===== src/rtl/flash_seq_pkg.sv =====
package flash_seq_pkg;
  localparam logic [7:0] OP_STATUS = 8'h05;
  localparam logic [7:0] OP_WREN   = 8'h06;
  localparam logic [7:0] OP_PROG   = 8'h32;
  localparam logic [7:0] OP_ERASE  = 8'h20;
  localparam logic [7:0] OP_QREAD  = 8'h6B;

  localparam logic [1:0] REQ_READ  = 2'd0;
  localparam logic [1:0] REQ_WRITE = 2'd1;
  localparam logic [1:0] REQ_ERASE = 2'd2;

  typedef enum logic [2:0] {
    CMD_NONE, CMD_POLL, CMD_WREN, CMD_ERASE, CMD_PROG, CMD_READ
  } cmdSel_e;

  // strobes from control to datapath
  typedef struct packed {
    logic    load;
    logic    advance;
    logic    pollInc;
    logic    pollClr;
    cmdSel_e sel;
  } seqStrobe_t;
endpackage


===== src/rtl/flash_seq_dp.sv =====
module flash_seq_dp
  import flash_seq_pkg::*;
#(
  parameter int ADDR_W     = 24,
  parameter int LEN_W      = 16,
  parameter int PAGE_BYTES = 256,
  parameter int SECTOR_LG  = 12,
  parameter int POLL_LIMIT = 16,
  parameter int READ_DUMMY = 8
) (
  input  logic                    clk,
  input  logic                    rstN,
  input  seqStrobe_t              strobe,
  input  logic [1:0]              reqKind,
  input  logic                    reqWhole,
  input  logic [ADDR_W-SECTOR_LG-1:0] reqBlock,
  input  logic [ADDR_W-1:0]       reqOffset,
  input  logic [LEN_W-1:0]        reqLen,
  input  logic [7:0]              cmdStatus,
  output logic                    reqEmpty,
  output logic                    statusReady,
  output logic                    pollExpired,
  output logic                    lastChunk,
  output logic                    posDone,
  output logic                    cmdValid,
  output logic [7:0]              cmdOpcode,
  output logic [ADDR_W-1:0]       cmdAddr,
  output logic                    cmdAddrEn,
  output logic [3:0]              cmdDummy,
  output logic                    cmdQuad,
  output logic                    cmdWrite,
  output logic [LEN_W-1:0]        cmdLen
);
  localparam int PAGE_LG = $clog2(PAGE_BYTES);
  localparam int PC_W    = $clog2(POLL_LIMIT + 1);

  logic [ADDR_W-1:0] curAddr;
  logic [LEN_W-1:0]  total, pos;
  logic [PC_W-1:0]   pollCnt;
  logic [LEN_W-1:0]  room, remain, chunk;
  logic [ADDR_W-1:0] baseAddr;
  logic              useOffset;

  assign baseAddr  = {reqBlock, {SECTOR_LG{1'b0}}};
  assign useOffset = (reqKind == REQ_READ) || (reqKind == REQ_WRITE && !reqWhole);
  assign room      = LEN_W'(PAGE_BYTES) - LEN_W'(curAddr[PAGE_LG-1:0]);
  assign remain    = total - pos;
  assign chunk     = (remain < room) ? remain : room;

  assign reqEmpty    = (reqLen == '0);
  assign statusReady = (cmdStatus[1:0] == 2'b00);
  assign pollExpired = (pollCnt == PC_W'(POLL_LIMIT - 1));
  assign lastChunk   = (remain <= room);
  assign posDone     = (pos == total);

  always_ff @(posedge clk) begin
    if (!rstN) begin
      curAddr <= '0;
      total   <= '0;
      pos     <= '0;
      pollCnt <= '0;
    end else begin
      if (strobe.load) begin
        curAddr <= baseAddr + (useOffset ? reqOffset : '0);
        total   <= reqLen;
        pos     <= '0;
      end else if (strobe.advance) begin
        curAddr <= curAddr + ADDR_W'(chunk);
        pos     <= pos + chunk;
      end
      if (strobe.pollClr)      pollCnt <= '0;
      else if (strobe.pollInc) pollCnt <= pollCnt + 1'b1;
    end
  end

  always_comb begin
    cmdValid  = 1'b1;
    cmdOpcode = 8'h00;
    cmdAddr   = '0;
    cmdAddrEn = 1'b0;
    cmdDummy  = 4'd0;
    cmdQuad   = 1'b0;
    cmdWrite  = 1'b0;
    cmdLen    = '0;
    case (strobe.sel)
      CMD_POLL: begin
        cmdOpcode = OP_STATUS;
        cmdLen    = LEN_W'(1);
      end
      CMD_WREN: begin
        cmdOpcode = OP_WREN;
        cmdWrite  = 1'b1;
      end
      CMD_ERASE: begin
        cmdOpcode = OP_ERASE;
        cmdAddr   = curAddr;
        cmdAddrEn = 1'b1;
        cmdWrite  = 1'b1;
      end
      CMD_PROG: begin
        cmdOpcode = OP_PROG;
        cmdAddr   = curAddr;
        cmdAddrEn = 1'b1;
        cmdQuad   = 1'b1;
        cmdWrite  = 1'b1;
        cmdLen    = chunk;
      end
      CMD_READ: begin
        cmdOpcode = OP_QREAD;
        cmdAddr   = curAddr;
        cmdAddrEn = 1'b1;
        cmdDummy  = 4'(READ_DUMMY);
        cmdQuad   = 1'b1;
        cmdLen    = total;
      end
      default: cmdValid = 1'b0;
    endcase
  end
endmodule


===== src/rtl/flash_seq_ctrl.sv =====
module flash_seq_ctrl
  import flash_seq_pkg::*;
(
  input  logic       clk,
  input  logic       rstN,
  input  logic       reqValid,
  input  logic [1:0] reqKind,
  input  logic       reqWhole,
  input  logic       reqEmpty,
  input  logic       cmdDone,
  input  logic       statusReady,
  input  logic       pollExpired,
  input  logic       lastChunk,
  input  logic       posDone,
  output seqStrobe_t strobe,
  output logic       reqReady,
  output logic       done,
  output logic       errFlag
);
  typedef enum logic [2:0] {
    S_IDLE, S_POLL, S_WREN, S_ERASE, S_PROG, S_READ, S_FIN
  } state_e;

  state_e     state, nxtState;
  logic [1:0] kind, nxtKind;
  logic       erasePend, nxtErasePend, nxtErr;

  always_ff @(posedge clk) begin
    if (!rstN) begin
      state     <= S_IDLE;
      kind      <= REQ_READ;
      erasePend <= 1'b0;
      errFlag   <= 1'b0;
    end else begin
      state     <= nxtState;
      kind      <= nxtKind;
      erasePend <= nxtErasePend;
      errFlag   <= nxtErr;
    end
  end

  always_comb begin
    strobe       = '0;
    strobe.sel   = CMD_NONE;
    nxtState     = state;
    nxtKind      = kind;
    nxtErasePend = erasePend;
    nxtErr       = errFlag;
    case (state)
      S_IDLE: if (reqValid) begin
        strobe.load    = 1'b1;
        strobe.pollClr = 1'b1;
        nxtErr         = 1'b0;
        nxtKind        = reqKind;
        nxtErasePend   = (reqKind == REQ_ERASE) || (reqKind == REQ_WRITE && reqWhole);
        if (reqKind == REQ_ERASE)                           nxtState = S_POLL;
        else if (reqKind == REQ_WRITE && reqWhole)          nxtState = S_POLL;
        else if (reqKind == REQ_READ || reqKind == REQ_WRITE)
          nxtState = reqEmpty ? S_FIN : S_POLL;
        else                                                nxtState = S_FIN;
      end
      S_POLL: begin
        strobe.sel = CMD_POLL;
        if (cmdDone) begin
          if (statusReady) begin
            strobe.pollClr = 1'b1;
            nxtState = (kind == REQ_READ) ? S_READ : S_WREN;
          end else if (pollExpired) begin
            nxtErr   = 1'b1;
            nxtState = S_FIN;
          end else begin
            strobe.pollInc = 1'b1;
          end
        end
      end
      S_WREN: begin
        strobe.sel = CMD_WREN;
        if (cmdDone) nxtState = erasePend ? S_ERASE : S_PROG;
      end
      S_ERASE: begin
        strobe.sel = CMD_ERASE;
        if (cmdDone) begin
          nxtErasePend = 1'b0;
          nxtState = (kind == REQ_WRITE && !posDone) ? S_POLL : S_FIN;
        end
      end
      S_PROG: begin
        strobe.sel = CMD_PROG;
        if (cmdDone) begin
          strobe.advance = 1'b1;
          nxtState = lastChunk ? S_FIN : S_POLL;
        end
      end
      S_READ: begin
        strobe.sel = CMD_READ;
        if (cmdDone) nxtState = S_FIN;
      end
      default: nxtState = S_IDLE;
    endcase
  end

  assign reqReady = (state == S_IDLE);
  assign done     = (state == S_FIN);
endmodule


===== src/rtl/flash_seq.sv =====
module flash_seq
  import flash_seq_pkg::*;
#(
  parameter int ADDR_W     = 24,
  parameter int LEN_W      = 16,
  parameter int PAGE_BYTES = 256,
  parameter int SECTOR_LG  = 12,
  parameter int POLL_LIMIT = 16,
  parameter int READ_DUMMY = 8
) (
  input  logic                        clk,
  input  logic                        rstN,
  input  logic                        reqValid,
  input  logic [1:0]                  reqKind,
  input  logic                        reqWhole,
  input  logic [ADDR_W-SECTOR_LG-1:0] reqBlock,
  input  logic [ADDR_W-1:0]           reqOffset,
  input  logic [LEN_W-1:0]            reqLen,
  output logic                        reqReady,
  output logic                        cmdValid,
  output logic [7:0]                  cmdOpcode,
  output logic [ADDR_W-1:0]           cmdAddr,
  output logic                        cmdAddrEn,
  output logic [3:0]                  cmdDummy,
  output logic                        cmdQuad,
  output logic                        cmdWrite,
  output logic [LEN_W-1:0]            cmdLen,
  input  logic                        cmdDone,
  input  logic [7:0]                  cmdStatus,
  output logic                        done,
  output logic                        errFlag
);
  seqStrobe_t strobe;
  logic reqEmpty, statusReady, pollExpired, lastChunk, posDone;

  flash_seq_ctrl u_ctrl (
    .clk(clk), .rstN(rstN), .reqValid(reqValid), .reqKind(reqKind),
    .reqWhole(reqWhole), .reqEmpty(reqEmpty), .cmdDone(cmdDone),
    .statusReady(statusReady), .pollExpired(pollExpired),
    .lastChunk(lastChunk), .posDone(posDone), .strobe(strobe),
    .reqReady(reqReady), .done(done), .errFlag(errFlag)
  );

  flash_seq_dp #(
    .ADDR_W(ADDR_W), .LEN_W(LEN_W), .PAGE_BYTES(PAGE_BYTES),
    .SECTOR_LG(SECTOR_LG), .POLL_LIMIT(POLL_LIMIT), .READ_DUMMY(READ_DUMMY)
  ) u_dp (
    .clk(clk), .rstN(rstN), .strobe(strobe), .reqKind(reqKind),
    .reqWhole(reqWhole), .reqBlock(reqBlock), .reqOffset(reqOffset),
    .reqLen(reqLen), .cmdStatus(cmdStatus), .reqEmpty(reqEmpty),
    .statusReady(statusReady), .pollExpired(pollExpired),
    .lastChunk(lastChunk), .posDone(posDone), .cmdValid(cmdValid),
    .cmdOpcode(cmdOpcode), .cmdAddr(cmdAddr), .cmdAddrEn(cmdAddrEn),
    .cmdDummy(cmdDummy), .cmdQuad(cmdQuad), .cmdWrite(cmdWrite),
    .cmdLen(cmdLen)
  );
endmodule


===== config.mk =====
export PLATFORM = sky130hd
export DESIGN_NAME = flash_seq
export DESIGN_NICKNAME = d
export VERILOG_FILES = /design/src/rtl/flash_seq_pkg.sv /design/src/rtl/flash_seq_dp.sv /design/src/rtl/flash_seq_ctrl.sv /design/src/rtl/flash_seq.sv
export SDC_FILE = /design/constraint.sdc
export NUM_CORES = 1
export LEC_CHECK = 0
export ABC_AREA = 0
export BUFFER_PORTS_ARGS = -buffer_cell sky130_fd_sc_hd__buf_4
export CAP_MARGIN = 20
export CORE_ASPECT_RATIO = 0.9
export CORE_MARGIN = 3
export CORE_UTILIZATION = 35
export DETAILED_ROUTE_END_ITERATION = 7
export GPL_TIMING_DRIVEN = 0
export HOLD_SLACK_MARGIN = 0.02
export PLACE_DENSITY_LB_ADDON = 0.25
export SLEW_MARGIN = 20
export SYNTH_ARGS = -nofsm -noshare
export SYNTH_HDL_FRONTEND = slang
export SYNTH_SLANG_ARGS = --single-unit

===== constraint.sdc =====
create_clock -name clk -period 5.22 [get_ports clk]
set_input_delay 1.305 -clock clk [delete_from_list [all_inputs] [get_ports clk]]
set_output_delay 1.305 -clock clk [all_outputs]
set_load 0.02 [all_outputs]

==> summary.txt <==
Peak supply drop: 0.298 mV
total wire length: 25000 µm
number of flops mapped to enable cells by yosys: 0
row count: 46
Num CTS Buffers: 9
CTS root buf: clkbuf_16
die width: 150 µm
Post-CTS Hold Fix Bufs: 0
area of the multi-input gates: 0.00575 mm²
Yosys top cell by area: dfxtp_1
Worst Path Required: 3.91 ns
RSZ-0062 raised after global routing: yes
Area Overhead vs Synth: 49.0%
vias per cell: 5.58
Synth Flop Type: dfxtp_1
# setup viols final: 37
Period minus WS final: 5.74 ns
Mapped Area: 0.00650 mm²
CTS tree: done
Async S/R FF share, synth: 0
full die area: 0.0203 mm²
Ports: 126
clk_lat worst skew: 0.35 ns
failing checks: negative setup slack
number of synthesized register bits: 68
commonest non-fill, non-tap cell in the layout: buf_4
dpl ws: -0.833 ns
critical path class: reg2out
vias in the first global route: 6993
top cells by area, synth: dfxtp_1, ha_1, a21oi_1, nand2_1, xnor2_1
core area: 0.0179 mm²
post-DP HPWL: 17400 µm
min-delay worst type: reg2reg
Pleak: 4.17 nW
Final WS setup: -0.524 ns
initial antenna violation count: 0
Worst Setup Start Kind: flip-flop
Pre-Repair DR Iteration Count: 6
routability congestion estimate: 0.894
Synth cell types: 74
cells after synthesis: 877
Clock Path Buffers: 2
Layout fillers: 1620
initial DRC count: 578
Rel. slew slack: 0.315
status: finished with violations
Worst EP arrival: 4.44 ns
wire per inst: 18.8 µm
Crit. End Element: output pin
fmax: 174 MHz
final instance area: 0.00969 mm²
max-cap violations: 0
drt drc: 0
GRT Total Usage: 0.228
nets: 1226
Slew Viols, Final: 0
most frequent cells in the layout: buf_4, nand2_1, a21oi_1, dfxtp_1, nor2_1
Diodes inserted: 0
clk_skew: 0.0107 ns
antenna-violating nets left: 0
via count: 7453
largest net degree at the start of global routing: 13
# clock sinks: 68
Final Hold Vio Count: 0
Synth warnings: 0
first-pass GRT wire length: 36800 µm
actual slew at the worst max-slew pin: 1.02 ns
register area: 0.00137 mm²
dpl cell area: 0.00776 mm²
PD cells: 634 mW/mm²
CP Max Fanout: 7
CTS clk-pin slew, worst paths: 0.06 ns
part of the cycle the worst path needs: 1.10
sequential share of the synthesized area: 0.209
PortBufs: 114
CTS H-tree depth: 3
share of the synthesized area in the top cell type: 0.209
total congestion overflow: 0
Die Span Y: 135 µm
Mapped Avg Cell Area: 7.42 µm²
share of cells above drive strength 1: 0.328
Initial Utilization: 0.363
## where the power goes
group | internal, W | switching (W)
sequential | 0.000631 | 0.000161
combinational | 0.00216 | 0.00252
clock | 0.000416 | 0.000256
total | 0.00320 | 0.00294
## worst max-delay path: stages, from the launching register on
cell	delay, ns
dfxtp_2	0.35
inv_2	0.07
ha_4	0.27
a21o_1	0.23
or3_1	0.35
o21a_2	0.25
xnor2_2	0.19
inv_1	0.06
ha_1	0.35
and4_1	0.24
o21ai_0	0.13
a21oi_2	0.13
buf_4	0.16
nor4_4	0.37
buf_4	0.18
buf_8	0.13
a211oi_2	0.08
a221o_1	0.37
buf_6	0.16
## worst paths after layout
path,slack [ns],to,startpoint,cells past startpoint
worst max-delay path,-0.52,cmdLen[6],u_dp.pos[4],18
worst min-delay path,0.48,u_ctrl.kind[1],u_ctrl.kind[1],2
worst max register to register,-0.40,u_dp.pos[8],u_dp.pos[4],29
worst min register to register,0.48,u_ctrl.kind[1],u_ctrl.kind[1],2
## repair_timing
action | CTS | global route
cloned | 1 | 0
resized for setup | 110 | 94
hold endpoints to repair | 0 | 0
pin swaps | 48 | 73
setup buffers | 57 | 20
endpoints found under the setup margin | 40 | 42
## final cells by class
type,instances,area share
repair buffers,190,0.161
clock buffers,9,0.0232
well taps,240,0.0310
flip-flops and latches,68,0.141
plain buffers,42,0.0232
multi-input cells,734,0.593
clock inverters,7,0.00942
inverters,45,0.0174
## sequential cells by signal (all words and copies together) (netlist names)
register and cells:
u_ctrl.errFlag 1, u_dp.total 16, u_dp.pos 16, u_dp.curAddr 24, u_ctrl.erasePend 1, u_ctrl.state 3
u_dp.pollCnt 5, u_ctrl.kind 2
## through the flow
step | hold WS (ns) | util | power, W | instances | setup TNS, ns
5_1_grt | 0.510 | 0.541 | 0.00648 | 1335 | -17.99
3_5_place_dp | 0.468 | 0.433 | 0.00376 | 1243 | -14.53
2_1_floorplan | 0.446 | - | 0.00294 | 889 | -0.0230
4_1_cts | 0.476 | 0.504 | 0.00530 | 1315 | -2.59
6_report | 0.476 | 0.541 | 0.00614 | 1335 | -11.37
3_3_place_gp | 0.461 | 0.433 | 0.00373 | 1243 | -14.22
## cells in the mapped netlist (all sizes together) (14+ instances only)
library cell and n:
a21o 22, ha 65, a211oi 25, inv 44, and2 38, a31oi 14
nor3 21, xor2 27, and3 20, nand2 112, a21oi 85, nor2 59
clkbuf 32, nand3 19, dfxtp 68, o21ai 43, xnor2 30
## kinds of logic after synthesis
logic type               count (synthesis)  share of synthesized area
AO/OA/AOI/OAI                          259                      0.260
XOR/XNOR                                57                     0.0767
adder cells (fa/ha/maj)                 69                      0.137
buffers and inverters                   87                     0.0550
flip-flops                              68                      0.209
multiplexers                             8                     0.0123
other                                    1                   0.000576
AND/OR/NAND/NOR                        328                      0.249
## layer usage
metal / wire length [µm] / GRT usage / vias up
li1: - / - / 3563
met1: 11100 / 0.316 / 3528
met2: 11300 / 0.357 / 313
met3: 1870 / 0.0445 / 49
met4: 745 / 0.0788 / 0
met5: 0 / 0 / -
No activity file was read; power rests on OpenSTA's default activity.
